--- src/rtl/grpint_pkg.sv ---
package grpint_pkg;
  typedef enum logic [1:0] {
    ACC_MASK   = 2'd0,
    ACC_DIRECT = 2'd1,
    ACC_NMI    = 2'd2,
    ACC_TRAP   = 2'd3
  } acc_kind_e;
endpackage

--- src/rtl/grpint_lines.sv ---
module grpint_lines #(
  parameter int NGRP  = 12,
  parameter int NLINE = 8
) (
  input  logic                  clk,
  input  logic                  rst,
  input  logic                  ctl_en,
  input  logic [NGRP*NLINE-1:0] set_i,
  input  logic [NGRP*NLINE-1:0] clr_i,
  input  logic [NGRP-1:0]       en_we,
  input  logic [NLINE-1:0]      en_wdata,
  input  logic [NGRP-1:0]       ack_w1c,
  output logic [NGRP*NLINE-1:0] flag_o,
  output logic [NGRP*NLINE-1:0] en_o,
  output logic [NGRP-1:0]       ack_o,
  output logic [NGRP-1:0]       irq_o
);
  for (genvar g = 0; g < NGRP; g++) begin : g_grp
    logic [NLINE-1:0] flag_r;
    logic [NLINE-1:0] en_r;
    logic             ack_r;
    logic             irq_r;
    logic             fwd;

    // forward only while enabled, pending and not yet acknowledged
    assign fwd = ctl_en && (|(flag_r & en_r)) && !ack_r;

    always_ff @(posedge clk) begin
      if (rst) begin
        flag_r <= '0;
        en_r   <= '0;
        ack_r  <= 1'b0;
        irq_r  <= 1'b0;
      end else begin
        // set dominates clear
        flag_r <= (flag_r & ~clr_i[g*NLINE +: NLINE]) | set_i[g*NLINE +: NLINE];
        if (en_we[g]) en_r <= en_wdata;
        ack_r  <= (ack_r & ~ack_w1c[g]) | fwd;
        irq_r  <= fwd;
      end
    end

    assign flag_o[g*NLINE +: NLINE] = flag_r;
    assign en_o[g*NLINE +: NLINE]   = en_r;
    assign ack_o[g]                 = ack_r;
    assign irq_o[g]                 = irq_r;
  end
endmodule

--- src/rtl/grpint_pick.sv ---
module grpint_pick #(
  parameter int N  = 96,
  parameter int IW = 7
) (
  input  logic [N-1:0]  req,
  output logic          hit,
  output logic [IW-1:0] idx
);
  // flat index g*NLINE+l: lowest index means lowest group, then lowest line
  always_comb begin
    hit = |req;
    idx = '0;
    for (int i = N - 1; i >= 0; i--) begin
      if (req[i]) idx = IW'(i);
    end
  end
endmodule

--- src/rtl/grpint_vtable.sv ---
module grpint_vtable #(
  parameter int DEPTH = 102,
  parameter int AW    = 7,
  parameter int DW    = 32
) (
  input  logic          clk,
  input  logic          we,
  input  logic [AW-1:0] waddr,
  input  logic [DW-1:0] wdata,
  input  logic [AW-1:0] raddr,
  output logic [DW-1:0] rdata
);
  logic [DW-1:0] mem [DEPTH];

  always_ff @(posedge clk) begin
    if (we) mem[waddr] <= wdata;
    rdata <= mem[raddr];
  end
endmodule

--- src/rtl/grpint_ctrl.sv ---
module grpint_ctrl
  import grpint_pkg::*;
#(
  parameter int NGRP     = 12,
  parameter int NLINE    = 8,
  parameter int NDIR     = 4,
  parameter int DIR_IW   = 2,
  parameter int VEC_W    = 32,
  parameter int ADDR_W   = 8,
  parameter int DATA_W   = 32,
  parameter int BUSY_CYC = 9,
  parameter logic [VEC_W-1:0] ROM_NMI  = 32'h0000_0040,
  parameter logic [VEC_W-1:0] ROM_TRAP = 32'h0000_0044
) (
  input  logic                   clk,
  input  logic                   rst,
  input  logic [NGRP*NLINE-1:0]  src_pulse,
  input  logic [NDIR-1:0]        dir_in,
  output logic [NGRP+NDIR-1:0]   cpu_irq,
  input  logic                   acc_req,
  input  logic [1:0]             acc_kind,
  input  logic [DIR_IW-1:0]      acc_idx,
  output logic                   vec_valid,
  output logic [VEC_W-1:0]       vec_data,
  output logic                   busy,
  input  logic                   bus_wr,
  input  logic [ADDR_W-1:0]      bus_addr,
  input  logic [DATA_W-1:0]      bus_wdata,
  output logic [DATA_W-1:0]      bus_rdata
);
  localparam int NSRC      = NGRP * NLINE;
  localparam int NVEC      = NSRC + NDIR + 2;
  localparam int VIW       = $clog2(NVEC);
  localparam int SIW       = $clog2(NSRC);
  localparam int CW        = $clog2(BUSY_CYC + 1);
  localparam int A_CTRL    = 0;
  localparam int A_ACK     = 1;
  localparam int A_GRP     = 16;
  localparam int A_VT      = 128;
  localparam int NMI_SLOT  = NSRC + NDIR;
  localparam int TRAP_SLOT = NSRC + NDIR + 1;

  logic                 ctl_en;
  logic [NGRP-1:0]      ack_q;
  logic [NGRP-1:0]      grp_irq;
  logic [NDIR-1:0]      dir_q;
  logic [NSRC-1:0]      flag_v, en_v, clr_v;
  logic [NGRP-1:0]      en_we, ack_w1c;
  logic [CW-1:0]        busy_cnt;
  logic                 pick_hit;
  logic [SIW-1:0]       pick_idx;
  logic                 go, use_rom, rom_q, vvalid_q;
  logic [VIW-1:0]       sel;
  logic [VEC_W-1:0]     rom_val, romv_q, vt_q;
  logic                 vt_we;
  logic [VIW-1:0]       vt_waddr;
  logic [DATA_W-1:0]    rd_next;

  // ---------------- bus decode ----------------
  assign ack_w1c = (bus_wr && bus_addr == ADDR_W'(A_ACK)) ? bus_wdata[NGRP-1:0] : '0;

  for (genvar g = 0; g < NGRP; g++) begin : g_enwe
    assign en_we[g] = bus_wr && (bus_addr == ADDR_W'(A_GRP + g));
  end

  assign vt_we    = bus_wr && (bus_addr >= ADDR_W'(A_VT)) &&
                    ((bus_addr - ADDR_W'(A_VT)) < ADDR_W'(NVEC));
  assign vt_waddr = VIW'(bus_addr - ADDR_W'(A_VT));

  always_ff @(posedge clk) begin
    if (rst) ctl_en <= 1'b0;
    else if (bus_wr && bus_addr == ADDR_W'(A_CTRL)) ctl_en <= bus_wdata[0];
  end

  always_comb begin
    rd_next = '0;
    if (bus_addr == ADDR_W'(A_CTRL)) rd_next[0] = ctl_en;
    if (bus_addr == ADDR_W'(A_ACK))  rd_next[NGRP-1:0] = ack_q;
    for (int g = 0; g < NGRP; g++) begin
      if (bus_addr == ADDR_W'(A_GRP + g)) begin
        rd_next[NLINE-1:0]       = en_v[g*NLINE +: NLINE];
        rd_next[2*NLINE-1:NLINE] = flag_v[g*NLINE +: NLINE];
      end
    end
  end

  always_ff @(posedge clk) begin
    if (rst) bus_rdata <= '0;
    else     bus_rdata <= rd_next;
  end

  // ---------------- group lines ----------------
  grpint_lines #(.NGRP(NGRP), .NLINE(NLINE)) u_lines (
    .clk      (clk),
    .rst      (rst),
    .ctl_en   (ctl_en),
    .set_i    (src_pulse),
    .clr_i    (clr_v),
    .en_we    (en_we),
    .en_wdata (bus_wdata[NLINE-1:0]),
    .ack_w1c  (ack_w1c),
    .flag_o   (flag_v),
    .en_o     (en_v),
    .ack_o    (ack_q),
    .irq_o    (grp_irq)
  );

  always_ff @(posedge clk) begin
    if (rst) dir_q <= '0;
    else     dir_q <= dir_in;
  end

  assign cpu_irq = {dir_q, grp_irq};

  // ---------------- accept path ----------------
  grpint_pick #(.N(NSRC), .IW(SIW)) u_pick (
    .req (flag_v & en_v),
    .hit (pick_hit),
    .idx (pick_idx)
  );

  always_comb begin
    go      = 1'b0;
    sel     = '0;
    use_rom = 1'b0;
    rom_val = '0;
    case (acc_kind_e'(acc_kind))
      ACC_MASK: begin
        go  = ctl_en && pick_hit;
        sel = VIW'(pick_idx);
      end
      ACC_DIRECT: begin
        go  = ctl_en && ({1'b0, acc_idx} < (DIR_IW + 1)'(NDIR));
        sel = VIW'(NSRC) + VIW'(acc_idx);
      end
      ACC_NMI: begin
        go      = 1'b1;
        sel     = VIW'(NMI_SLOT);
        use_rom = !ctl_en;
        rom_val = ROM_NMI;
      end
      default: begin
        go      = 1'b1;
        sel     = VIW'(TRAP_SLOT);
        use_rom = !ctl_en;
        rom_val = ROM_TRAP;
      end
    endcase
    if (!acc_req || busy_cnt != '0) go = 1'b0;
  end

  assign clr_v = (go && acc_kind == ACC_MASK) ? (NSRC'(1) << pick_idx) : '0;

  grpint_vtable #(.DEPTH(NVEC), .AW(VIW), .DW(VEC_W)) u_vt (
    .clk   (clk),
    .we    (vt_we),
    .waddr (vt_waddr),
    .wdata (bus_wdata[VEC_W-1:0]),
    .raddr (sel),
    .rdata (vt_q)
  );

  always_ff @(posedge clk) begin
    if (rst) begin
      busy_cnt <= '0;
      vvalid_q <= 1'b0;
      rom_q    <= 1'b0;
      romv_q   <= '0;
    end else begin
      vvalid_q <= go;
      if (go) begin
        busy_cnt <= CW'(BUSY_CYC);
        rom_q    <= use_rom;
        romv_q   <= rom_val;
      end else if (busy_cnt != '0) begin
        busy_cnt <= busy_cnt - 1'b1;
      end
    end
  end

  assign vec_valid = vvalid_q;
  assign vec_data  = rom_q ? romv_q : vt_q;
  assign busy      = (busy_cnt != '0);
endmodule

--- config.mk ---
export PLATFORM = sky130hd
export DESIGN_NAME = grpint_ctrl
export DESIGN_NICKNAME = d
export VERILOG_FILES = /design/src/rtl/grpint_pkg.sv /design/src/rtl/grpint_lines.sv /design/src/rtl/grpint_pick.sv /design/src/rtl/grpint_vtable.sv /design/src/rtl/grpint_ctrl.sv
export SDC_FILE = /design/constraint.sdc
export NUM_CORES = 2
export LEC_CHECK = 0
export ABC_AREA = 1
export CAP_MARGIN = 10
export CORE_MARGIN = 2
export CORE_UTILIZATION = 45
export CTS_CLUSTER_DIAMETER = 100
export CTS_CLUSTER_SIZE = 30
export DETAILED_ROUTE_END_ITERATION = 10
export GPL_ROUTABILITY_DRIVEN = 0
export PLACE_DENSITY = 0.65
export REMOVE_ABC_BUFFERS = 1
export SLEW_MARGIN = 20
export SYNTH_ARGS = -nofsm -noshare
export SYNTH_HDL_FRONTEND = slang
export SYNTH_SLANG_ARGS = --single-unit
--- constraint.sdc ---
create_clock -name clk -period 15.2 [get_ports clk]
set_clock_uncertainty 0.2 [all_clocks]
set_input_delay 3.04 -clock clk [delete_from_list [all_inputs] [get_ports clk]]
set_output_delay 3.04 -clock clk [all_outputs]
set_load 0.005 [all_outputs]
* Yosys cells after proc, flatten, opt, wreduce, memory -nomap -nowiden
Memory sizes are Yosys's and may differ from the RTL's. A register that Yosys moved wholly into a read port is not among the register bits.
Index checks and enable logic that the tools add are counted.
** Storage, ports and cells
- Register bits after elaboration :: 291
- Memory bits (writable) :: 3264
- Bits of input ports :: 148
- Output and inout port bits :: 82
- Logic and storage cells :: 362
- Memories :: 1
** Cells by class
- Add/subtract/negate cells :: 3
- Order comparisons :: 2
- Equal/unequal tests :: 15
- Shift-type cells :: 1
- Mux-type cells :: 122
- Bitwise operators :: 85
- Reductions and logical operators :: 76
** Memories
- u_vt.mem :: depth 102, width 32, read ports 1, clocked after Yosys merged registers in 1, write ports 1, line grpint_vtable.sv:13 : logic [DW-1:0] mem [DEPTH];
** Operators by type and width (count)
- 7-bit 2-to-1 mux :: 96
- 8-bit AND :: 24
- 16-bit 2-to-1 mux :: 12
- 96-bit AND :: 1
- 8-bit by 5-bit equality test with 1-bit output (second input constant) :: 12
- 96-bit 2-to-1 mux :: 1
- 8-bit inverter :: 12
- 8-bit OR :: 12
- 8-bit OR reduction :: 12
- 96-bit OR reduction :: 1
- 1-bit by 7-bit << shifter with 96-bit output (first input constant) :: 1
- 1-bit logical AND :: 42
- 32-bit 2-to-1 mux :: 1
- 12-bit 2-to-1 mux :: 2
- 7-bit case mux with 3 select lines :: 1
- 1-bit logical NOT :: 14
- 7-bit case mux with 2 select lines :: 1
- 1-bit AND :: 12
- 1-bit inverter :: 12
- 1-bit OR :: 12
- 8-bit by 1-bit equality test with 1-bit output (second input constant) :: 1
- 8-bit >= comparator (second input constant) :: 1
- 8-bit logical NOT :: 1
- 8-bit by 7-bit < comparator with 1-bit output (second input constant) :: 1
- other kinds (13) :: 19

* Longest topological paths before layout
- Depth in word-level cells :: 102
- Depth in mapped cells :: 110
- Mapped depth without buffers :: 108

* By module
Synthesis repeated with hierarchy kept, for this count alone.
** Unflattened totals
- Cell total of the unflattened synthesis :: 13418
- Area total of the unflattened synthesis :: 146818.3 µm²
** By module, submodules not included
- grpint_vtable :: times used 1, cells each 10924, area an instance 132293.1 µm², sequential area each 98654.6 µm²
- grpint_lines :: times used 1, cells each 1101, area an instance 8099.0 µm², sequential area each 4324.1 µm²
- grpint_ctrl :: times used 1, cells each 1039, area an instance 4978.5 µm², sequential area each 580.6 µm²
- grpint_pick :: times used 1, cells each 354, area an instance 1447.6 µm², sequential area each 0.0 µm²

* Worst setup path before layout
Ideal clock, no wire load.
- Path type :: input-to-reg
- Start point :: input port bus_addr[3]
- End point :: memory u_vt.mem[0][0], enable pin
- Setup time :: 0.421 ns
- Data arrival time :: 5.454 ns
- Data required time :: 14.579 ns
- Slack :: 9.125 ns
- Stages :: 7
- Buffers on the path :: 1
- Cells stage by stage :: clkbuf_1 > nor2_1 > o21ai_0 > a21oi_1 > and2_1 > nand2_1 > nor2_1
** Between the ends
- Longest elaborated chain between the ends :: 5
- Elaborated cells between the ends (all ways) :: 7
- Classes of those cells :: 1 x add/sub; 2 x order compare; 2 x mux; 2 x reduce/logical
** Ends and longest elaborated chain
- start: declaration :: line grpint_ctrl.sv:27 : input logic [ADDR_W-1:0] bus_addr,
- 8-bit subtractor / 8-bit >= comparator (equally long branches) :: line grpint_ctrl.sv:68, grpint_ctrl.sv:66
- 8-bit by 7-bit < comparator with 1-bit output / 1-bit logical AND (equally long branches) :: line grpint_ctrl.sv:67, grpint_ctrl.sv:66
- 1-bit logical AND :: line grpint_ctrl.sv:66 : assign vt_we = bus_wr && (bus_addr >= ADDR_W'(A_VT)) &&
- 1-bit 2-to-1 mux :: line grpint_vtable.sv:16 : if (we) mem[waddr] <= wdata;
- 1-bit 2-to-1 mux (not written as such) :: line grpint_vtable.sv:16
- end: declaration :: line grpint_vtable.sv:13
Parallel ways exist; a longest one is shown, timed or not.

* Worst setup path after layout
- Start point :: register u_lines.g_grp[11].flag_r[6]
- End point :: register u_vt.rdata[10], read port of u_vt.mem
** Between the ends
- Longest elaborated chain between the ends :: 97
** Ends and longest elaborated chain
- start: declaration :: line grpint_lines.sv:19 : logic [NLINE-1:0] flag_r;
- start signal: assignment :: line grpint_lines.sv:36 : flag_r <= (flag_r & ~clr_i[g*NLINE +: NLINE]) | set_i[g*NLINE +: NLINE];
- 96-bit AND :: line grpint_ctrl.sv:117 : .req (flag_v & en_v),
- 7-bit 2-to-1 mux (95 in a row) :: line grpint_pick.sv:14 : if (req[i]) idx = IW'(i);
- 7-bit case mux with 3 select lines :: line grpint_ctrl.sv:127 : case (acc_kind_e'(acc_kind))
- end: declaration :: line grpint_vtable.sv:11 : output logic [DW-1:0] rdata
Every way passes these cells.
A chain may end at the register's enable or synchronous reset.

==> summary.md <==
| Metric | Value |
|---|---|
| Largest net degree at the start of global routing | 186 |
| Launching point of the worst reg2reg path | u_lines.g_grp[11].flag_r[6]$_SDFF_PP0_ |
| Post-layout util | 48.6% |
| Die area | about 330000 um2 |
| Final WL | 455000 um |
| GR Overflow Total | 0 |
| CTS tree | done |
| Crit-path slowest cell | buf_4 |
| Setup Fix Bufs, Post-CTS | 0 |
| Hold Buf Count CTS | 0 |
| DRC viols | 0 |
| Worst R2R End | u_vt.rdata[10]$_DFF_P_ |
| Worst path max stage delay | 0.74 ns |
| Drt wl/cell | approximately 27 um |
| Static Leakage | between 50 and 60 nW |
| Cells after Synth | around 13000 |
| Cell Area, Synth | roughly 150000 um2 |
| Crit. Startpoint | u_lines.g_grp[11].flag_r[6]$_SDFF_PP0_ |
| RSZ-0062 raised after global routing | no |
| GR Util All Layers | between 20% and 30% |
| Final ANT Viol Nets | 0 |
| Clock root cell | clkbuf_16 |
| GR peak layer | met2 |
| Number of synthesized flops with an enable pin | between 3000 and 4000 |
| Met2 Track Usage GR | a little over two fifths |
| GR Util met3 | roughly 3.7% |
| Synthesized flop and latch total | about 3500 |
| Worst Path Required | around 16 ns |
| Mapped Avg Cell Area | about 11 um2 |
| CP max FO | 156 |
| Core Area | roughly 320000 um2 |
| Peak supply drop | a little under 0.09 mV |
| H-tree levels | 4 |
| FP Rows | around 210 |
| R2R Setup Slk | 5.33 ns |
| Max-Cap Viols | 0 |
| Synth cell types | 41 |
| P&R area growth vs syn | 7.29% |
| Net count reported at finish | ~13000 |
| CTS max path bufs | 4 |
| Via-per-instance ratio | about 6 |
| Die H | ~570 um |
| Crit end category | flip-flop |
| Met1 Usage GRT | between 30% and 40% |
| Worst EP arrival | 10.51 ns |
| Slew Limit Fails | 0 |
| CTS sink cnt | around 3500 |
| Ys Warns | 0 |
| Status | completed |
| Crit Path Category | flip-flop to flip-flop |
| DR iter-0 viols | ~14000 |
| P per Cell Area | 110 nW/um2 |
| Final setup violating endpoints | 0 |
| Slew HR | approximately 23% |
| CP Launch Type | flip-flop |
| Post-DP HPWL | between 200000 and 300000 um |
| Clock latency on the worst-skew pair | 0.89 ns |
| Worst min path class | flip-flop to flip-flop |
| Vias in the first global route | about 94000 |
| Initial antenna violation count | 19 |
| FILL cells | ~28000 |
| Crit path to | u_vt.rdata[10]$_DFF_P_ |
| Post_cts resized | 0 |
| Worst-path clk slew | between 0.1 and 0.15 ns |
| Top achievable clock speed | 0.101 GHz |
| R2r worst-path depth | about 110 |
| First-pass GRT wire length | ~660000 um |
| Detailed Routing Iterations Pass 1 | 8 |
| Worst slew pin tran | approximately 1.2 ns |
| Main synth FF type | edfxtp_1 |
| # IOs | 230 |
| Port bufs | between 200 and 250 |
| Leading cell type in the layout, fill and taps excluded | nand3_1 |
| Share of cells above drive strength 1 | between 4 and 5% |
| Die width | about 570 um |
| Num CTS Buffers | roughly 150 |
| Post-synth ARST share | 0% |
| Tmin final | ~9.9 ns |
| Commonest non-fill, non-tap cells in the layout | 4158 x nand3_1, 3264 x edfxtp_1, 2662 x nand2_1 |
| Final hold vios | 0 |
| Final period util | about two thirds |
| Final hold slack | roughly 0.27 ns |
| Vias | 102000 |
| Initial core utilization | a little under half |
| Crit path top cell by count | nand2_1 |
| Seq/Total Area, Yosys | 71.1% |
[worst max-delay path: cells and delay by family, from the launching register on]
| family | cells | cell delay (ns) |
|---|---|---|
| and+or+nand+nor | 105 | 6.94 |
| buffers and inverters | 3 | 1.75 |
| DFF | 1 | 0.37 |
[synth_stat cells (51+ instances only)]
cell type  instances  area (um2)
a21oi_1          252        1260
a31oi_1           51         319
buf_1            238         893
buf_2            202        1010
buf_4             84         631
clkbuf_1         433        1630
dfxtp_1          277        5550
edfxtp_1        3264       98000
inv_1            361        1360
nand2_1         2670       10000
nand3_1         4159       20800
nand3b_1          70         526
nor2_1           325        1220
o21ai_0          193         966
[sequential cells by signal (all words and copies together) (netlist names)]
| signal | flops |
|---|---|
| u_vt.mem | 3264 |
| u_lines.g_grp.en_r | 96 |
| u_lines.g_grp.flag_r | 96 |
| u_vt.rdata | 32 |
| bus_rdata | 16 |
| u_lines.g_grp.ack_r | 12 |
| u_lines.g_grp.irq_r | 12 |
| busy_cnt | 4 |
| dir_q | 4 |
| romv_q | 2 |
| ctl_en | 1 |
| rom_q | 1 |
| vec_valid | 1 |
[per-layer routing]
layer | vias up | part of all wire (%)
li1 | 45000 | -
met1 | 50300 | 38
met2 | 5654 | 46
met3 | 893 | 9.3
met4 | 14 | 6.0
met5 | - | 0.018
[power breakdown]
group / switching [mW] / total [mW] / internal, mW / leakage [nW]
Clock: 2.95 / 4.81 / 1.86 / 1.97
Combinational: 1.20 / 1.62 / 0.419 / 19.7
Sequential: 0.0920 / 10.8 / 10.7 / 31.6
Total: 4.24 / 17.2 / 13.0 / 53.3
[worst min path at each step]
| stage | cells past startpoint | slack, ns | from | endpoint |
|---|---|---|---|---|
| floorplan | 1 | 0.23 | busy_cnt[2]$_SDFFE_PP0P_ | busy_cnt[2]$_SDFFE_PP0P_ |
| global placement | 2 | 0.25 | u_lines.g_grp[8].ack_r$_SDFF_PP0_ | u_lines.g_grp[8].ack_r$_SDFF_PP0_ |
| detailed placement | 1 | 0.25 | busy_cnt[2]$_SDFFE_PP0P_ | busy_cnt[2]$_SDFFE_PP0P_ |
| CTS | 1 | 0.27 | busy_cnt[2]$_SDFFE_PP0P_ | busy_cnt[2]$_SDFFE_PP0P_ |
| global route | 1 | 0.30 | busy_cnt[2]$_SDFFE_PP0P_ | busy_cnt[2]$_SDFFE_PP0P_ |
| finish | 1 | 0.27 | busy_cnt[2]$_SDFFE_PP0P_ | busy_cnt[2]$_SDFFE_PP0P_ |
[through the flow]
step | cells | worst slack (ns) | setup TNS [ns] | instance area (um2) | total power, mW
6_report | 16800 | 5.33 | 0 | 156000 | 17.2
5_1_grt | 16800 | 4.36 | 0 | 156000 | 17.6
4_1_cts | 16800 | 5.61 | 0 | 156000 | 17.2
3_5_place_dp | 16600 | 5.65 | 0 | 152000 | 12.6
3_3_place_gp | 16600 | 5.18 | 0 | 152000 | 12.6
2_1_floorplan | 11800 | -134.26 | -4294.60 | 142000 | 12.1
[kinds of logic (layout without fill, tap and decap cells)]
kind of cell	Yosys count	after routing	synth area share, %
other	1	27	0.00257
AO/OA/AOI/OAI	620	620	2.42
flip-flops	3541	3541	71.1
AND/OR/NAND/NOR	7277	7277	22.6
buffers and inverters	1329	1061	3.82
adder cells (fa/ha/maj)	7	7	0.0601
multiplexers	1	1	0.00687
[layout make-up]
type	count	area (um2)	area share (%)
Clock buffer	200	3940	2.52
Antenna cell	11	27.5	0.0176
Clock inverter	11	121	0.0777
Sequential cell	3541	104000	66.3
Timing Repair Buffer	480	4340	2.77
Multi-Input combinational cell	7921	37500	24.0
Tap cell	4305	5390	3.45
Inverter	370	1430	0.913
Note: power is estimated with default switching activity, not from simulation.
